<file path="config.mk">
export PLATFORM = sky130hd
export DESIGN_NAME = slot_buf_seq
export DESIGN_NICKNAME = d
export VERILOG_FILES = /design/src/rtl/slot_seq_pkg.sv /design/src/rtl/slot_seq_index.sv /design/src/rtl/slot_seq_tx.sv /design/src/rtl/slot_seq_rx.sv /design/src/rtl/slot_buf_seq.sv
export SDC_FILE = /design/constraint.sdc
export NUM_CORES = 1
export LEC_CHECK = 0
export ABC_AREA = 1
export CAP_MARGIN = 10
export CELL_PAD_IN_SITES_DETAIL_PLACEMENT = 2
export CELL_PAD_IN_SITES_GLOBAL_PLACEMENT = 2
export CORE_MARGIN = 2
export CORE_UTILIZATION = 42
export CTS_BUF_LIST = sky130_fd_sc_hd__clkbuf_16
export CTS_CLUSTER_DIAMETER = 40
export CTS_CLUSTER_SIZE = 14
export DETAILED_ROUTE_END_ITERATION = 7
export DONT_BUFFER_PORTS = 1
export HOLD_SLACK_MARGIN = 0.06
export PLACE_DENSITY_LB_ADDON = 0.1
export SETUP_SLACK_MARGIN = 0.02
export SYNTH_ARGS = -nofsm -noshare
export SYNTH_HDL_FRONTEND = slang
export SYNTH_SLANG_ARGS = --single-unit
</file>
<file path="constraint.sdc">
create_clock -name clk -period 4 [get_ports clk]
set_input_delay 0.8 -clock clk [delete_from_list [all_inputs] [get_ports clk]]
set_output_delay 0.8 -clock clk [all_outputs]
set_load 0.005 [all_outputs]
</file>
<file path="src/rtl/slot_seq_pkg.sv">
package slot_seq_pkg;
  localparam int unsigned SEQ_W     = 16;
  localparam int unsigned SEQ_NBUF  = 4;
  localparam int unsigned SEQ_NSLOT = 16;

  // next buffer index: wrap to 0 once the last word of an event is reached
  function automatic int unsigned wrap_next(int unsigned idx, int unsigned last);
    return (idx >= last) ? 0 : idx + 1;
  endfunction
endpackage

</file>
<file path="src/rtl/slot_seq_index.sv">
module slot_seq_index #(
  parameter int unsigned NBUF = slot_seq_pkg::SEQ_NBUF,
  localparam int unsigned IDXW = $clog2(NBUF)
) (
  input  logic            clk,
  input  logic            rst_n,
  input  logic            adv,
  input  logic [IDXW-1:0] last,
  output logic [IDXW-1:0] idx,
  output logic            wrap_pulse
);
  always_ff @(posedge clk or negedge rst_n) begin
    if (!rst_n) begin
      idx        <= '0;
      wrap_pulse <= 1'b0;
    end else begin
      wrap_pulse <= adv && (idx >= last);
      if (adv) idx <= IDXW'(slot_seq_pkg::wrap_next(int'(idx), int'(last)));
    end
  end
endmodule

</file>
<file path="src/rtl/slot_seq_tx.sv">
module slot_seq_tx #(
  parameter int unsigned W    = slot_seq_pkg::SEQ_W,
  parameter int unsigned NBUF = slot_seq_pkg::SEQ_NBUF,
  localparam int unsigned IDXW = $clog2(NBUF),
  localparam int unsigned WSW  = $clog2(W)
) (
  input  logic            clk,
  input  logic            rst_n,
  input  logic            wr_en,
  input  logic [IDXW-1:0] wr_addr,
  input  logic [W-1:0]    wr_data,
  input  logic            start,
  input  logic            start_en,
  input  logic [IDXW-1:0] load_idx,
  input  logic [WSW-1:0]  ws_m1,
  input  logic            bit_en,
  output logic            sdo
);
  logic [W-1:0] mem [NBUF];
  logic [W-1:0] shreg;
  logic [W-1:0] aligned;

  // left-align the low ws bits; bits above the word size shift out
  assign aligned = mem[load_idx] << (WSW'(W-1) - ws_m1);
  assign sdo     = shreg[W-1];

  for (genvar g = 0; g < NBUF; g++) begin : g_buf
    always_ff @(posedge clk or negedge rst_n) begin
      if (!rst_n)                              mem[g] <= '0;
      else if (wr_en && wr_addr == IDXW'(g))   mem[g] <= wr_data;
    end
  end

  always_ff @(posedge clk or negedge rst_n) begin
    if (!rst_n)       shreg <= '0;
    else if (start)   shreg <= start_en ? aligned : '0;
    else if (bit_en)  shreg <= {shreg[W-2:0], 1'b0};
  end
endmodule

</file>
<file path="src/rtl/slot_seq_rx.sv">
module slot_seq_rx #(
  parameter int unsigned W    = slot_seq_pkg::SEQ_W,
  parameter int unsigned NBUF = slot_seq_pkg::SEQ_NBUF,
  localparam int unsigned IDXW = $clog2(NBUF),
  localparam int unsigned WSW  = $clog2(W)
) (
  input  logic            clk,
  input  logic            rst_n,
  input  logic            start,
  input  logic            start_en,
  input  logic            bit_en,
  input  logic            sdi,
  input  logic [WSW-1:0]  ws_m1,
  input  logic [IDXW-1:0] wr_idx,
  output logic            cap_done,
  input  logic [IDXW-1:0] rd_addr,
  output logic [W-1:0]    rd_data
);
  logic [W-1:0] mem [NBUF];
  logic [W-1:0] shreg;
  logic [WSW:0] cnt;
  logic         active;
  logic         take;
  logic [W-1:0] word_in;

  assign take     = active && bit_en && (cnt <= {1'b0, ws_m1});
  assign cap_done = take && (cnt == {1'b0, ws_m1});
  assign word_in  = {shreg[W-2:0], sdi};
  assign rd_data  = mem[rd_addr];

  always_ff @(posedge clk or negedge rst_n) begin
    if (!rst_n) begin
      active <= 1'b0;
      cnt    <= '0;
      shreg  <= '0;
    end else if (start) begin
      active <= start_en;
      cnt    <= '0;
      shreg  <= '0;
    end else if (take) begin
      cnt    <= cnt + 1'b1;
      shreg  <= word_in;
    end
  end

  for (genvar g = 0; g < NBUF; g++) begin : g_buf
    always_ff @(posedge clk or negedge rst_n) begin
      if (!rst_n)                              mem[g] <= '0;
      else if (cap_done && wr_idx == IDXW'(g)) mem[g] <= word_in;
    end
  end
endmodule

</file>
<file path="src/rtl/slot_buf_seq.sv">
module slot_buf_seq #(
  parameter int unsigned W     = slot_seq_pkg::SEQ_W,
  parameter int unsigned NBUF  = slot_seq_pkg::SEQ_NBUF,
  parameter int unsigned NSLOT = slot_seq_pkg::SEQ_NSLOT,
  localparam int unsigned IDXW  = $clog2(NBUF),
  localparam int unsigned WSW   = $clog2(W),
  localparam int unsigned SLOTW = $clog2(NSLOT)
) (
  input  logic             clk,
  input  logic             rst_n,
  input  logic [NSLOT-1:0] tx_slot_mask,
  input  logic [NSLOT-1:0] rx_slot_mask,
  input  logic [IDXW-1:0]  buf_len,
  input  logic [WSW-1:0]   word_size_m1,
  input  logic             slot_start,
  input  logic [SLOTW-1:0] slot_idx,
  input  logic             bit_en,
  input  logic             sdi,
  output logic             sdo,
  input  logic             wr_valid,
  output logic             wr_ready,
  input  logic [IDXW-1:0]  wr_addr,
  input  logic [W-1:0]     wr_data,
  input  logic [IDXW-1:0]  rd_addr,
  output logic [W-1:0]     rd_data,
  output logic             tx_done,
  output logic             rx_done
);
  logic            tx_load;
  logic            rx_cap;
  logic [IDXW-1:0] tx_idx;
  logic [IDXW-1:0] rx_idx;

  assign tx_load  = slot_start && tx_slot_mask[slot_idx];
  // a write to the buffer being loaded waits one cycle
  assign wr_ready = !(tx_load && wr_addr == tx_idx);

  slot_seq_index #(.NBUF(NBUF)) u_tx_index (
    .clk(clk), .rst_n(rst_n), .adv(tx_load), .last(buf_len),
    .idx(tx_idx), .wrap_pulse(tx_done)
  );

  slot_seq_index #(.NBUF(NBUF)) u_rx_index (
    .clk(clk), .rst_n(rst_n), .adv(rx_cap), .last(buf_len),
    .idx(rx_idx), .wrap_pulse(rx_done)
  );

  slot_seq_tx #(.W(W), .NBUF(NBUF)) u_tx (
    .clk(clk), .rst_n(rst_n),
    .wr_en(wr_valid && wr_ready), .wr_addr(wr_addr), .wr_data(wr_data),
    .start(slot_start), .start_en(tx_load), .load_idx(tx_idx),
    .ws_m1(word_size_m1), .bit_en(bit_en), .sdo(sdo)
  );

  slot_seq_rx #(.W(W), .NBUF(NBUF)) u_rx (
    .clk(clk), .rst_n(rst_n),
    .start(slot_start), .start_en(rx_slot_mask[slot_idx]),
    .bit_en(bit_en), .sdi(sdi), .ws_m1(word_size_m1),
    .wr_idx(rx_idx), .cap_done(rx_cap),
    .rd_addr(rd_addr), .rd_data(rd_data)
  );
endmodule

</file>
Word-level counts from Yosys, hierarchy flattened
Cells that the tools add are included.
{"block": "classes", "muxes": 19, "n_reduce_logical": 21, "n_lt_le_gt_ge": 8, "n_eq_ne": 8, "addsub": 4, "bitwise": 2, "n_shift": 1}
{"operator": "two-way mux 16 bit", "count": 7}
{"operator": "binary-select mux 16 bit (select 2 bit)", "count": 2}
{"operator": "two-way mux 15 bit", "count": 2}
{"operator": "logical AND 1 bit", "count": 16}
{"operator": "<< shifter 16 x 4 -> 16 bit", "count": 1}
{"operator": "two-way mux 5 bit", "count": 2}
{"operator": "binary-select mux 1 bit (select 4 bit)", "count": 2}
{"operator": "equality test 2 bit (second input constant)", "count": 4}
{"operator": "greater-or-equal comparator 2 bit", "count": 4}
{"operator": "greater-or-equal comparator 3 bit (second input constant)", "count": 2}
{"operator": "inverter 2 -> 3 bit", "count": 2}
{"operator": "adder 5 x 1 -> 5 bit (second input constant)", "count": 1}
{"operator": "equality test 5 x 4 -> 1 bit", "count": 1}
{"operator": "less-or-equal comparator 5 x 4 -> 1 bit", "count": 1}
{"operator": "less-than comparator 4 x 5 -> 1 bit (second input constant)", "count": 1}
{"operator": "adder 2 x 1 -> 2 bit (second input constant)", "count": 2}
{"operator": "equality test 2 x 1 -> 1 bit (second input constant)", "count": 2}
{"operator": "zero test 2 bit", "count": 2}
{"operator": "two-way mux 2 bit", "count": 2}
{"operator": "nonzero test 2 bit", "count": 2}
{"operator": "subtractor 4 bit (first input constant)", "count": 1}
{"operator": "equality test 2 bit", "count": 1}
{"operator": "two-way mux 1 bit", "count": 2}
{"operator": "zero test 1 bit", "count": 1}
{"block": "word_totals", "word_cells": 79, "output_inout_bits": 20, "register_bits": 171}

Depth between registers and ports, before layout
Gate-level depths: netlist (run 1).
{"block": "logic_depth", "word_depth": 7, "depth_mapped": 15, "depth_no_buf": 13}

Cells and area by module
Synthesis (run 1) repeated with hierarchy kept, for this count alone.
{"block": "unflattened", "hier_cells": 1187, "area_unflattened_um2": 9303.9}
{"mod": "slot_seq_tx", "instances": 1, "cells_per_inst": 573, "area_each_um2": 4364.2}
{"mod": "slot_seq_rx", "instances": 1, "cells_per_inst": 487, "area_each_um2": 4147.7}
{"mod": "slot_buf_seq", "instances": 1, "cells_per_inst": 83, "area_each_um2": 444.2}
{"mod": "slot_seq_index", "instances": 2, "cells_per_inst": 22, "area_each_um2": 173.9}

Worst setup path before layout (run 1)
Ideal clock, no wire load.
{"block": "synth_timing", "path_kind": "input to register", "start": "input port word_size_m1[2]", "end": "register u_rx.mem[16] in the netlist's numbering", "setup_time_ps": 125, "stages": 10, "path_buffers": 3, "slack_ps": 1022, "arrival_ps": 2853, "cell_sequence": "clkbuf_1 -> inv_1 -> clkbuf_1 -> ha_1 -> nand2_1 -> nor3_1 -> nand3_2 -> nor2_2 -> buf_4 -> mux2_2"}
{"block": "synth_via", "elab_chain_len": 4, "elab_cells_between_ends": 5, "classes_between": "1 x order compare; 1 x eq/ne; 3 x reduce/logical"}
{"item": "start, declared", "line": "slot_buf_seq.sv:14", "source": "input logic [WSW-1:0] word_size_m1,"}
{"item": "less-or-equal comparator 5 x 4 -> 1 bit", "line": "slot_seq_rx.sv:26", "source": "assign take = active && bit_en && (cnt <= {1'b0, ws_m1});"}
{"item": "logical AND 1 bit", "line": "slot_seq_rx.sv:26"}
{"item": "logical AND 1 bit (*)", "line": "slot_seq_rx.sv:27", "source": "assign cap_done = take && (cnt == {1'b0, ws_m1});"}
{"item": "logical AND 1 bit (*)", "line": "slot_seq_rx.sv:49", "source": "else if (cap_done && wr_idx == IDXW'(g)) mem[g] <= word_in;"}
{"item": "end signal, assigned by index", "line": "slot_seq_rx.sv:49"}
{"item": "end, declared", "line": "slot_seq_rx.sv:19", "source": "logic [W-1:0] mem [NBUF];"}
Mark *: on every way between the ends. The rest lies on a longest branch, timed or not.
A chain may end at the register's enable or synchronous reset.

Worst setup path after layout (run 1)
{"block": "layout_timing", "start": "input port rd_addr[0]", "end": "output port rd_data[7]"}
{"block": "layout_via", "elab_chain_len": 4}
{"item": "start, declared", "line": "slot_buf_seq.sv:24", "source": "input logic [IDXW-1:0] rd_addr,"}
{"item": "inverter 2 -> 3 bit (implied by the code)", "line": "slot_seq_rx.sv:29", "source": "assign rd_data = mem[rd_addr];"}
{"item": "binary-select mux 16 bit (select 2 bit)", "line": "slot_seq_rx.sv:29"}
{"item": "two-way mux 16 bit (implied by the code) (2 in a row)", "line": "slot_seq_rx.sv:29"}
{"item": "end, declared", "line": "slot_buf_seq.sv:25", "source": "output logic [W-1:0] rd_data,"}
Every way passes these cells. The select of a mux whose other input is x is not followed.

==> results.md, run 1 <==
* Critical path, cell by cell: inv_1 -> o21ai_0 -> o22ai_1
* Tmin final at between 2 and 3 ns
* Arrival time at the worst endpoint at 2.07 ns
* Mapped Area at between 8000 and 9000 µm²
* DRC at 0
* Number of global-route vias before repair at 7976
* Warnings from Yosys at 0
* Flop pwr share at about two fifths
* Setup TNS at 0 ns
* Clk sink count at 171
* CP peak stage delay at 0.70 ns
* Setup bufs post-CTS at 0
* RSZ-0062 raised after global routing: false
* Clock latency on the worst-skew pair at around 0.44 ns
* Drt total wl at 26.7 mm
* Antenna violations before repair at 0
* All-Layer GR Usage at between 20% and 30%
* H-tree levels at 4
* Hold Violations, Final at 0
* HP Class: in2async
* Skew final at 0.00763 ns
* Slew Limit Fails at 0
* Power per Cell Area at 524 nW/µm²
* P&R area growth vs syn at 8.14%
* Comb power frac at approximately a quarter
* Leakage at approximately 4.8 nW
* Total CTS buffers at 17
* RePlAce Congestion at 0.816
* IO Count at 88
* Largest net degree at the start of global routing at 172
* Reg clk slew, reported paths at 0.07 ns
* Post-route core utilization at 45.8%
* First-pass GRT wire length at around 43 mm
* Sw Share at roughly 37%
* Startpoint Class: input pin
* Fin crit share at 71.7%
* Final ANT Viol Nets at 0
* Initial DRC count at 218
* Die Y at 149 µm
* Avg WL per Cell at ~20 µm
* Antenna cells at 0
* Cell row count at 53
* Critical Path End Type: output pin
* GR Overflow Total at 0
* Core Footprint at 20800 µm²
* Status: complete, no violations
* Crit path max-delay family: buffers and inverters
* Vias at 7235
* Syn avg cell area at 8.45 µm²
* Number of synthesized flops with an enable pin at 0
* Setup violators final at 0
* WS Path Type: in2out
* Final HPWL DP at 17.0 mm
* Initial Util at 42.4%
* Fmax at roughly 0.35 GHz
* Final Cell Area at 9540 µm²
* Number of I/O port buffers at 0
* Post-CTS sizing at 0
* Relative slew slack at 34.0%
* Slowest-stage cell, CP: inv_1
* Cell count after synthesis at 1044
* Post-synthesis sequential area ratio at between 40% and 50%
* Max-Cap Viols at 0
* Most common cell after layout, fill and taps aside: nand2_1
* P_int at 3.16 mW
* Cell variety after synth at 35
* CTS max path bufs at 2
* Synthesis-stage register bit count at 171
* Share of cells above drive strength 1 at between 10% and 20%
* Actual slew at the worst max-slew pin at 0.988 ns
* Most frequent cells in the layout: nand2_1, dfrtp_1, o21ai_0
* Die W at 149 µm
* Maximum VDD drop at 310 µV
* DR vias/cell at 5.53
* Psw at 1.84 mW
* Clock share of power at 32.6%
* Area after DPL at about 9000 µm²
* Main synth FF type: dfrtp_1
* Worst-path maximum fanout at 33
* CTS root buffer: clkbuf_16
* WP data required at 3.20 ns
* Syn nets at 1125
* Fin nets at 1101
* CTS tree: built
* Post-synthesis async set-or-reset flop share at 100%
* Die area at between 20000 and 25000 µm²
* DRT Pass-1 Iters at 4
* CP Buf/Inv Count at 1
[per-stage QoR]
| step | power (mW) | hold WS, ns | setup WS [ns] | instances |
|---|---|---|---|---|
| floorplan | 2.99 | 0.453 | 1.02 | 1044 |
| global placement | 3.29 | 0.466 | 1.05 | 1273 |
| detailed placement | 3.36 | 0.474 | 0.927 | 1273 |
| CTS | 5.04 | 0.0406 | 1.13 | 1305 |
| global route | 5.33 | 0.168 | 1.06 | 1308 |
| finish | 5.00 | 0.180 | 1.13 | 1308 |
[metal layers]
metal / track usage, % / vias up / wire length (µm)
met5: 0 / - / 0
met1: 31.3 / 3698 / 11700
met4: 6.86 / 0 / 505
li1: - / 3400 / -
met2: 44.7 / 100 / 13900
met3: 4.10 / 37 / 645
[Yosys cell counts, types with 13 or more instances]
master / count / area share, %
ha_1: 13 / 1.8
nand2_1: 291 / 12
buf_6: 15 / 1.9
dfrtp_1: 171 / 48
inv_1: 64 / 2.7
o21ai_0: 113 / 6.4
o21ai_1: 16 / 0.91
mux2_2: 64 / 8.2
clkbuf_1: 20 / 0.85
o22ai_1: 19 / 1.3
nor2_1: 73 / 3.1
nand3_1: 110 / 6.2
a21oi_1: 15 / 0.85
[worst register-to-register path: stages, from the launching register on]
cell and delay (ns):
dfrtp_1 0.44, ha_1 0.30, inv_1 0.07, nor3_1 0.25, nand3_2 0.26, nor2_2 0.39, buf_4 0.28, mux2_2 0.37
[area by class of cell]
type	count	area, µm²
flip-flops and latches	171	4280
repair buffers	13	143
well taps	275	344
clock buffers	17	425
clock inverters	15	158
inverters	68	260
multi-input cells	749	3930
fillers	2358	11300
[worst paths after layout]
path | startpoint | endpoint | slack, ns | cells after the start
worst max-delay path | rd_addr[0] | rd_data[7] | 1.13 | 3
worst min-delay path | rst_n | u_rx.mem[2] | 0.18 | 1
worst max register to register | u_rx.cnt[3] | u_rx.mem[6] | 1.54 | 7
worst min register to register | u_tx.mem[40] | u_tx.mem[40] | 0.49 | 2
max in group asynchronous | rst_n | u_rx.mem[52] | 3.07 | 1
min in group clk | slot_start | u_rx.cnt[4] | 0.43 | 1
[registers in the layout, indices dropped and copies added, names as in the netlist]
name,count
u_rx.cnt,5
u_tx.mem,64
u_tx_index.idx,2
u_tx.shreg,16
u_rx.mem,64
u_rx.active,1
u_tx_index.wrap_pulse,1
u_rx_index.wrap_pulse,1
u_rx.shreg,15
u_rx_index.idx,2
[power groups by stage]
stage,Sequential (mW),Combinational (mW),Clock [mW]
final,2.07,1.30,1.63
after global routing,2.10,1.49,1.74
after detailed placement,2.11,1.26,0
after CTS,2.07,1.29,1.67
after global placement,2.09,1.20,0
after floorplan,2.05,0.946,0
[kinds of logic after synthesis]
family / synth area share [%]
xor gates and xnor gates: 0.397
adders and majority gates: 1.84
muxes: 8.17
DFF: 48.5
buffers and inverters: 6.99
AOI/OAI and AO/OA: 9.97
and+or+nand+nor: 24.1
Power figures use the tool's default switching activity.
==> run 2: changes to the inputs <==
CORE_UTILIZATION = 39   (was 42)
clock period = 2.8 ns   (was 4 ns; I/O delays follow)
==> run 2 against run 1 <==
Compared with the run above: the flow now finishes with violations (hold timing); die area rose by 7.5%; wire length fell by 3.2%; global-route usage fell by 2.4 points; largest power group unchanged; worst setup slack got worse by 0.68 ns; register-to-register slack got worse by 1.1 ns; critical endpoint is now u_tx.mem[37]; clock power rose by 56%; critical path type is now reg2reg; via count fell by 1.4%; sequential cell count did not move.
==> results.md, run 2 (synthesized netlist as in run 1, its figures left out) <==
* Status: complete, but fails checks
* Failing checks: hold timing
* Startpoint Class: register
* Final HPWL DP at 16.8 mm (-1.3%)
* Clock share of power at 34.8% (+2.2 points)
* Core Footprint at 22400 µm² (+7.7%)
* Pre-CTS setup slack at 0.340 ns (-0.587 ns)
* CTS tree: built
* Power per Cell Area at 761 nW/µm² (+45%)
* Die area at 23800 µm² (+7.5%)
* RePlAce Congestion at 0.763 (-6.4%)
* Max-Cap Viols at 0 (unchanged)
* Slew Limit Fails at 0 (unchanged)
* Setup violators final at 0 (unchanged)
* Arrival time at the worst endpoint at 2.66 ns (+0.59 ns)
* Drt total wl at 25.9 mm (-3.2%)
* Most common cell after layout, fill and taps aside: nand2_1
* Fmax at roughly 0.43 GHz
* Hold Violations, Final at 171 (+171)
* P&R area growth vs syn at 8.66%
* Comb power frac at 24.9% (-1.1 points)
* Total CTS buffers at 17 (unchanged)
* DRT Pass-1 Iters at 6 (+2)
* R2R depth at 5 (-2)
* Actual slew at the worst max-slew pin at 0.698 ns (-0.291 ns)
* Clock latency on the worst-skew pair at 0.44 ns (about the same)
* Cell row count at 55 (+3.8%)
* All-Layer GR Usage at 22.6% (-2.4 points)
* P_int at 4.64 mW (+47%)
* Final ANT Viol Nets at 0 (unchanged)
* Area after DPL at 8950 µm² (+0.65%)
* Placed cell count at 1289 (+1.3%)
* RSZ-0062 raised after global routing: false
* Vias at 7136 (-1.4%)
* Fill cells at 2502 (+6.1%)
* Finished Layout Cells at 1321 (+0.99%)
* GR Overflow Total at 0 (unchanged)
* Die Y at 154 µm (+3.7%)
* DRC at 0 (unchanged)
* Hold_ws at -0.179 ns (-0.359 ns)
* CTS max path bufs at 2 (unchanged)
* Share of cells above drive strength 1 at 13.4% (+0.35 points)
* Post-route core utilization at 42.7% (-3.1 points)
* Leakage at 4.79 nW (+0.60%)
* Tmin final at ~2.4 ns
* Sw Share at 36.4% (-0.47 points)
* Setup bufs post-CTS at 0 (unchanged)
* Number of I/O port buffers at 0 (unchanged)
* DR vias/cell at 5.40 (-2.3%)
* Final worst slack at 0.448 ns (-0.685 ns)
* Clk sink count at 171 (unchanged)
* Final Cell Area at 9590 µm² (+0.49%)
* CTS root buffer: clkbuf_16
* Largest net degree at the start of global routing at 172 (unchanged)
* Setup TNS at 0 ns (unchanged)
* Reg clk slew, reported paths at 0.07 ns (about the same)
* Worst-path maximum fanout at 33 (unchanged)
* CP peak stage delay at 0.52 ns (-0.18 ns)
* Antenna violations before repair at 0 (unchanged)
* Initial DRC count at 302 (+39%)
* Die W at 154 µm (+3.7%)
* HP Class: in2async
* Critical Path End Type: register
* Avg WL per Cell at 19.6 µm (-4.1%)
* Maximum VDD drop at 396 µV (+28%)
* Antenna cells at 0 (unchanged)
* Skew final at 0.0112 ns (+0.00359 ns)
* Most frequent cells in the layout: nand2_1, dfrtp_1, o21ai_0
* Relative slew slack at 53.4% (+19 points)
* Slowest-stage cell, CP: nand3_2
* Fin crit share at 84.0%
* WP data required at 3.11 ns (-0.09 ns)
* Fin nets at 1104 (+0.27%)
* WS Path Type: reg2reg
* Psw at 2.66 mW (+44%)
* Post-CTS sizing at 0 (unchanged)
* H-tree levels at 4 (unchanged)
* Flop pwr share at 40.3% (-1.2 points)
* Initial Util at 39.3% (-3.0 points)
* Top Registers: u_rx.mem: 64 flops, u_tx.mem: 64 flops, u_tx.shreg: 16 flops
* First-pass GRT wire length at 42.8 mm (-1.4%)
* Critical path, cell by cell: buf_4 -> xnor2_1 -> nand4_4 -> nand3_2 -> o21ai_0
* Number of global-route vias before repair at 7759 (-2.7%)
* IO Count at 88 (unchanged)
-- run 2: layout make-up --
type | count | area [µm²] | area share, %
clock inverter | 15 | 214 | 2.23
timing repair buffer | 16 | 120 | 1.25
tap | 285 | 357 | 3.72
multi-input combinational | 749 | 3930 | 41.0
inverter | 68 | 260 | 2.71
clock buffer | 17 | 425 | 4.44
sequential | 171 | 4280 | 44.6
-- run 2: worst paths after layout --
check	slack (ns)	to	start
worst max-delay path	0.45	u_tx.mem[37]	u_tx_index.idx[0]
worst max register to register	0.45	u_tx.mem[37]	u_tx_index.idx[0]
min in group clk	0.18	u_rx.cnt[4]	slot_start
worst min register to register	0.49	u_tx.mem[1]	u_tx.mem[1]
worst min-delay path	-0.18	u_tx_index.wrap_pulse	rst_n
max in group asynchronous	2.65	u_tx.mem[50]	rst_n
-- run 2: per-stage QoR --
| stage | hold slack [ns] | power (mW) |
|---|---|---|
| 2_1_floorplan | 0.264 | 4.27 |
| 3_3_place_gp | 0.276 | 4.74 |
| 3_5_place_dp | 0.276 | 4.83 |
| 4_1_cts | -0.200 | 7.41 |
| 5_1_grt | -0.195 | 7.76 |
| 6_report | -0.179 | 7.30 |
-- run 2: layer usage --
| metal | up-vias | GRT usage (%) | wire, µm |
|---|---|---|---|
| met3 | 15 | 3.28 | 592 |
| met4 | 0 | 5.25 | 273 |
| li1 | 3390 | - | - |
| met5 | - | 0 | 0 |
| met1 | 3652 | 29.5 | 11900 |
| met2 | 79 | 39.7 | 13100 |
-- run 2: power groups by stage --
stage,registers [mW],logic [mW],clock network (mW)
2_1_floorplan,2.92,1.35,0
3_3_place_gp,2.97,1.77,0
3_5_place_dp,2.98,1.85,0
4_1_cts,2.94,1.88,2.60
5_1_grt,2.98,2.10,2.68
6_report,2.94,1.82,2.54
-- run 2: worst max-delay path, delay by kind of cell, from the launching register on --
family | cells | cell delay (ns)
compound gates | 1 | 0.48
xor+xnor | 1 | 0.18
buf+inv | 1 | 0.42
flops | 1 | 0.42
simple gates | 2 | 0.69
==> run 3: changes to the inputs <==
clock period = 2.3 ns   (was 2.8 ns; I/O delays follow)
==> run 3 against run 2 <==
Compared with the run above: the flow still finishes with violations (hold timing); clock skew grew 0.00068 ns; sequential power grew 21%; wire length shrank 1.4%; final area grew 3.1%; sequential share of layout area shrank 1.3 points; final cell count grew 0.23%; count of clock-buffer cells in the layout is the same.
==> results.md, run 3 (synthesized netlist as in run 1, its figures left out) <==
* Critical path, cell by cell: buf_4 -> xnor2_1 -> nand4_4
* Sw Share at 36.1% (-0.25 points)
* Top Registers: u_rx.mem: 64 flops, u_tx.mem: 64 flops, u_tx.shreg: 16 flops
* Share of cells above drive strength 1 at 14.1% (+0.63 points)
* P_int at 5.54 mW (+19%)
* Comb power frac at 26.0% (+1.1 points)
* Number of global-route vias before repair at 7932 (+2.2%)
* Fmax at 0.484 GHz
* CTS root buffer: clkbuf_16
* DRC at 0 (unchanged)
* Status: complete, but fails checks
* Final HPWL DP at 17.1 mm (+1.7%)
* Post-route core utilization at 44.1% (+1.3 points)
* Placed cell count at 1291 (+0.16%)
* Total CTS buffers at 17 (unchanged)
* Setup violators final at 0 (unchanged)
* RSZ-0062 raised after global routing: false
* Leakage at 4.85 nW (+1.3%)
* Actual slew at the worst max-slew pin at 0.524 ns (-0.174 ns)
* Clock latency on the worst-skew pair at 0.44 ns (about the same)
* Antenna cells at 0 (unchanged)
* Critical Path End Type: output pin
* Skew final at 0.0119 ns (+0.000681 ns)
* IO Count at 88 (unchanged)
* R2R depth at 7 (+2)
* H-tree levels at 4 (unchanged)
* RePlAce Congestion at 0.791 (+3.7%)
* Vias at 7111 (-0.35%)
* Failing checks: hold timing
* Die Y at 154 µm (unchanged)
* Core Footprint at 22400 µm² (unchanged)
* CTS max path bufs at 2 (unchanged)
* Slew Limit Fails at 0 (unchanged)
* Most frequent cells in the layout: nand2_1, dfrtp_1, o21ai_0
* Fin crit share at 89.8%
* Initial Util at 39.3% (unchanged)
* Max-Cap Viols at 0 (unchanged)
* Maximum VDD drop at 470 µV (+19%)
* Psw at 3.14 mW (+18%)
* Arrival time at the worst endpoint at 1.61 ns (-1.05 ns)
* Cell row count at 55 (unchanged)
* Setup TNS at 0 ns (unchanged)
* CTS tree: built
* CP peak stage delay at 0.38 ns (-0.14 ns)
* DR vias/cell at 5.37 (-0.58%)
* GR Overflow Total at 0 (unchanged)
* Clock share of power at 32.8% (-2.0 points)
* Final ANT Viol Nets at 0 (unchanged)
* Post-CTS sizing at 0 (unchanged)
* Setup bufs post-CTS at 0 (unchanged)
* Antenna violations before repair at 0 (unchanged)
* HP Class: in2async
* Flop pwr share at 41.2% (+0.9 points)
* P&R area growth vs syn at 12.0%
* Die W at 154 µm (unchanged)
* Worst-path maximum fanout at 33 (unchanged)
* Initial DRC count at 245 (-19%)
* Fin nets at 1107 (+0.27%)
* Most common cell after layout, fill and taps aside: nand2_1
* Reg clk slew, reported paths at 0.08 ns (about the same)
* Avg WL per Cell at 19.3 µm (-1.6%)
* Drt total wl at 25.5 mm (-1.4%)
* Startpoint Class: register
* Hold_ws at -0.300 ns (-0.120 ns)
* Power per Cell Area at 878 nW/µm² (+15%)
* Finished Layout Cells at 1324 (+0.23%)
* WP data required at 1.84 ns (-1.27 ns)
* Number of I/O port buffers at 0 (unchanged)
* Largest net degree at the start of global routing at 172 (unchanged)
* Die area at 23800 µm² (unchanged)
* Clk sink count at 171 (unchanged)
* Relative slew slack at 65.0% (+12 points)
* DRT Pass-1 Iters at 4 (-2)
* Hold Violations, Final at 171 (unchanged)
* Slowest-stage cell, CP: buf_4
* All-Layer GR Usage at 22.6% (+0.076 points)
* Hold buffer count at cts at 1
* Tmin final at 2.07 ns
* WS Path Type: reg2out
* First-pass GRT wire length at 43.1 mm (+0.81%)
==> run 3: cell count changes in the layout (fill, tap and decap cells not counted), moves of 4 or more <==
cell / change
buf_12: +9
buf_4: -7
inv_6: +5
mux2_2: -40
mux2_4: +40
nor2_2: -4
nor2_4: +4
==> run 3: power by group through the flow <==
stage | Sequential [mW] | Clock [mW] | Combinational, mW
floorplan | 3.56 | 0 | 1.69
global placement | 3.61 | 0 | 2.18
detailed placement | 3.63 | 0 | 2.27
CTS | 3.58 | 2.93 | 2.31
global route | 3.62 | 3.03 | 2.60
finish | 3.57 | 2.84 | 2.26
==> run 3: final timing paths <==
| kind | start | endpoint | slack, ns |
|---|---|---|---|
| hold reg to reg | u_tx.mem[61] | u_tx.mem[61] | 0.48 |
| setup / recovery | u_tx_index.idx[0] | wr_ready | 0.23 |
| hold / removal | rst_n | u_rx.mem[51] | -0.30 |
| max in group asynchronous | rst_n | u_rx.mem[46] | 2.32 |
| setup reg to reg | u_rx.cnt[2] | u_rx.mem[54] | 0.25 |
| min in group clk | bit_en | u_tx.shreg[0] | 0.12 |
==> run 3: routing by layer <==
| metal | wire length, µm | up-vias | track usage (%) |
|---|---|---|---|
| li1 | - | 3410 | - |
| met1 | 11300 | 3605 | 28.0 |
| met2 | 13400 | 72 | 41.3 |
| met3 | 462 | 24 | 3.22 |
| met4 | 408 | 0 | 6.39 |
| met5 | 0 | - | 0 |
==> run 3: final cells by class <==
type	instances	area, µm²
Clock buffer	17	425
Fill cell	2486	12500
Clock inverter	15	150
Sequential cell	171	4280
Inverter	68	263
Multi-Input combinational cell	749	4160
Tap cell	285	357
Timing Repair Buffer	19	258
==> run 3: critical path, delay by kind of cell, from the launching register on <==
kind | cells | cell delay (ns)
XOR/XNOR | 1 | 0.22
buffers and inverters | 1 | 0.38
flip-flops | 1 | 0.37
AND/OR/NAND/NOR | 1 | 0.20
==> run 3: per-stage QoR <==
stage	hold slack (ns)	area (µm²)	power [mW]	setup WS, ns
after floorplan	0.164	9130	5.25	0.0230
after global placement	0.171	9300	5.79	0.202
after detailed placement	0.171	9300	5.89	0.156
after CTS	-0.320	9890	8.82	0.179
after global routing	-0.326	9890	9.25	0.0970
final	-0.300	9890	8.68	0.235
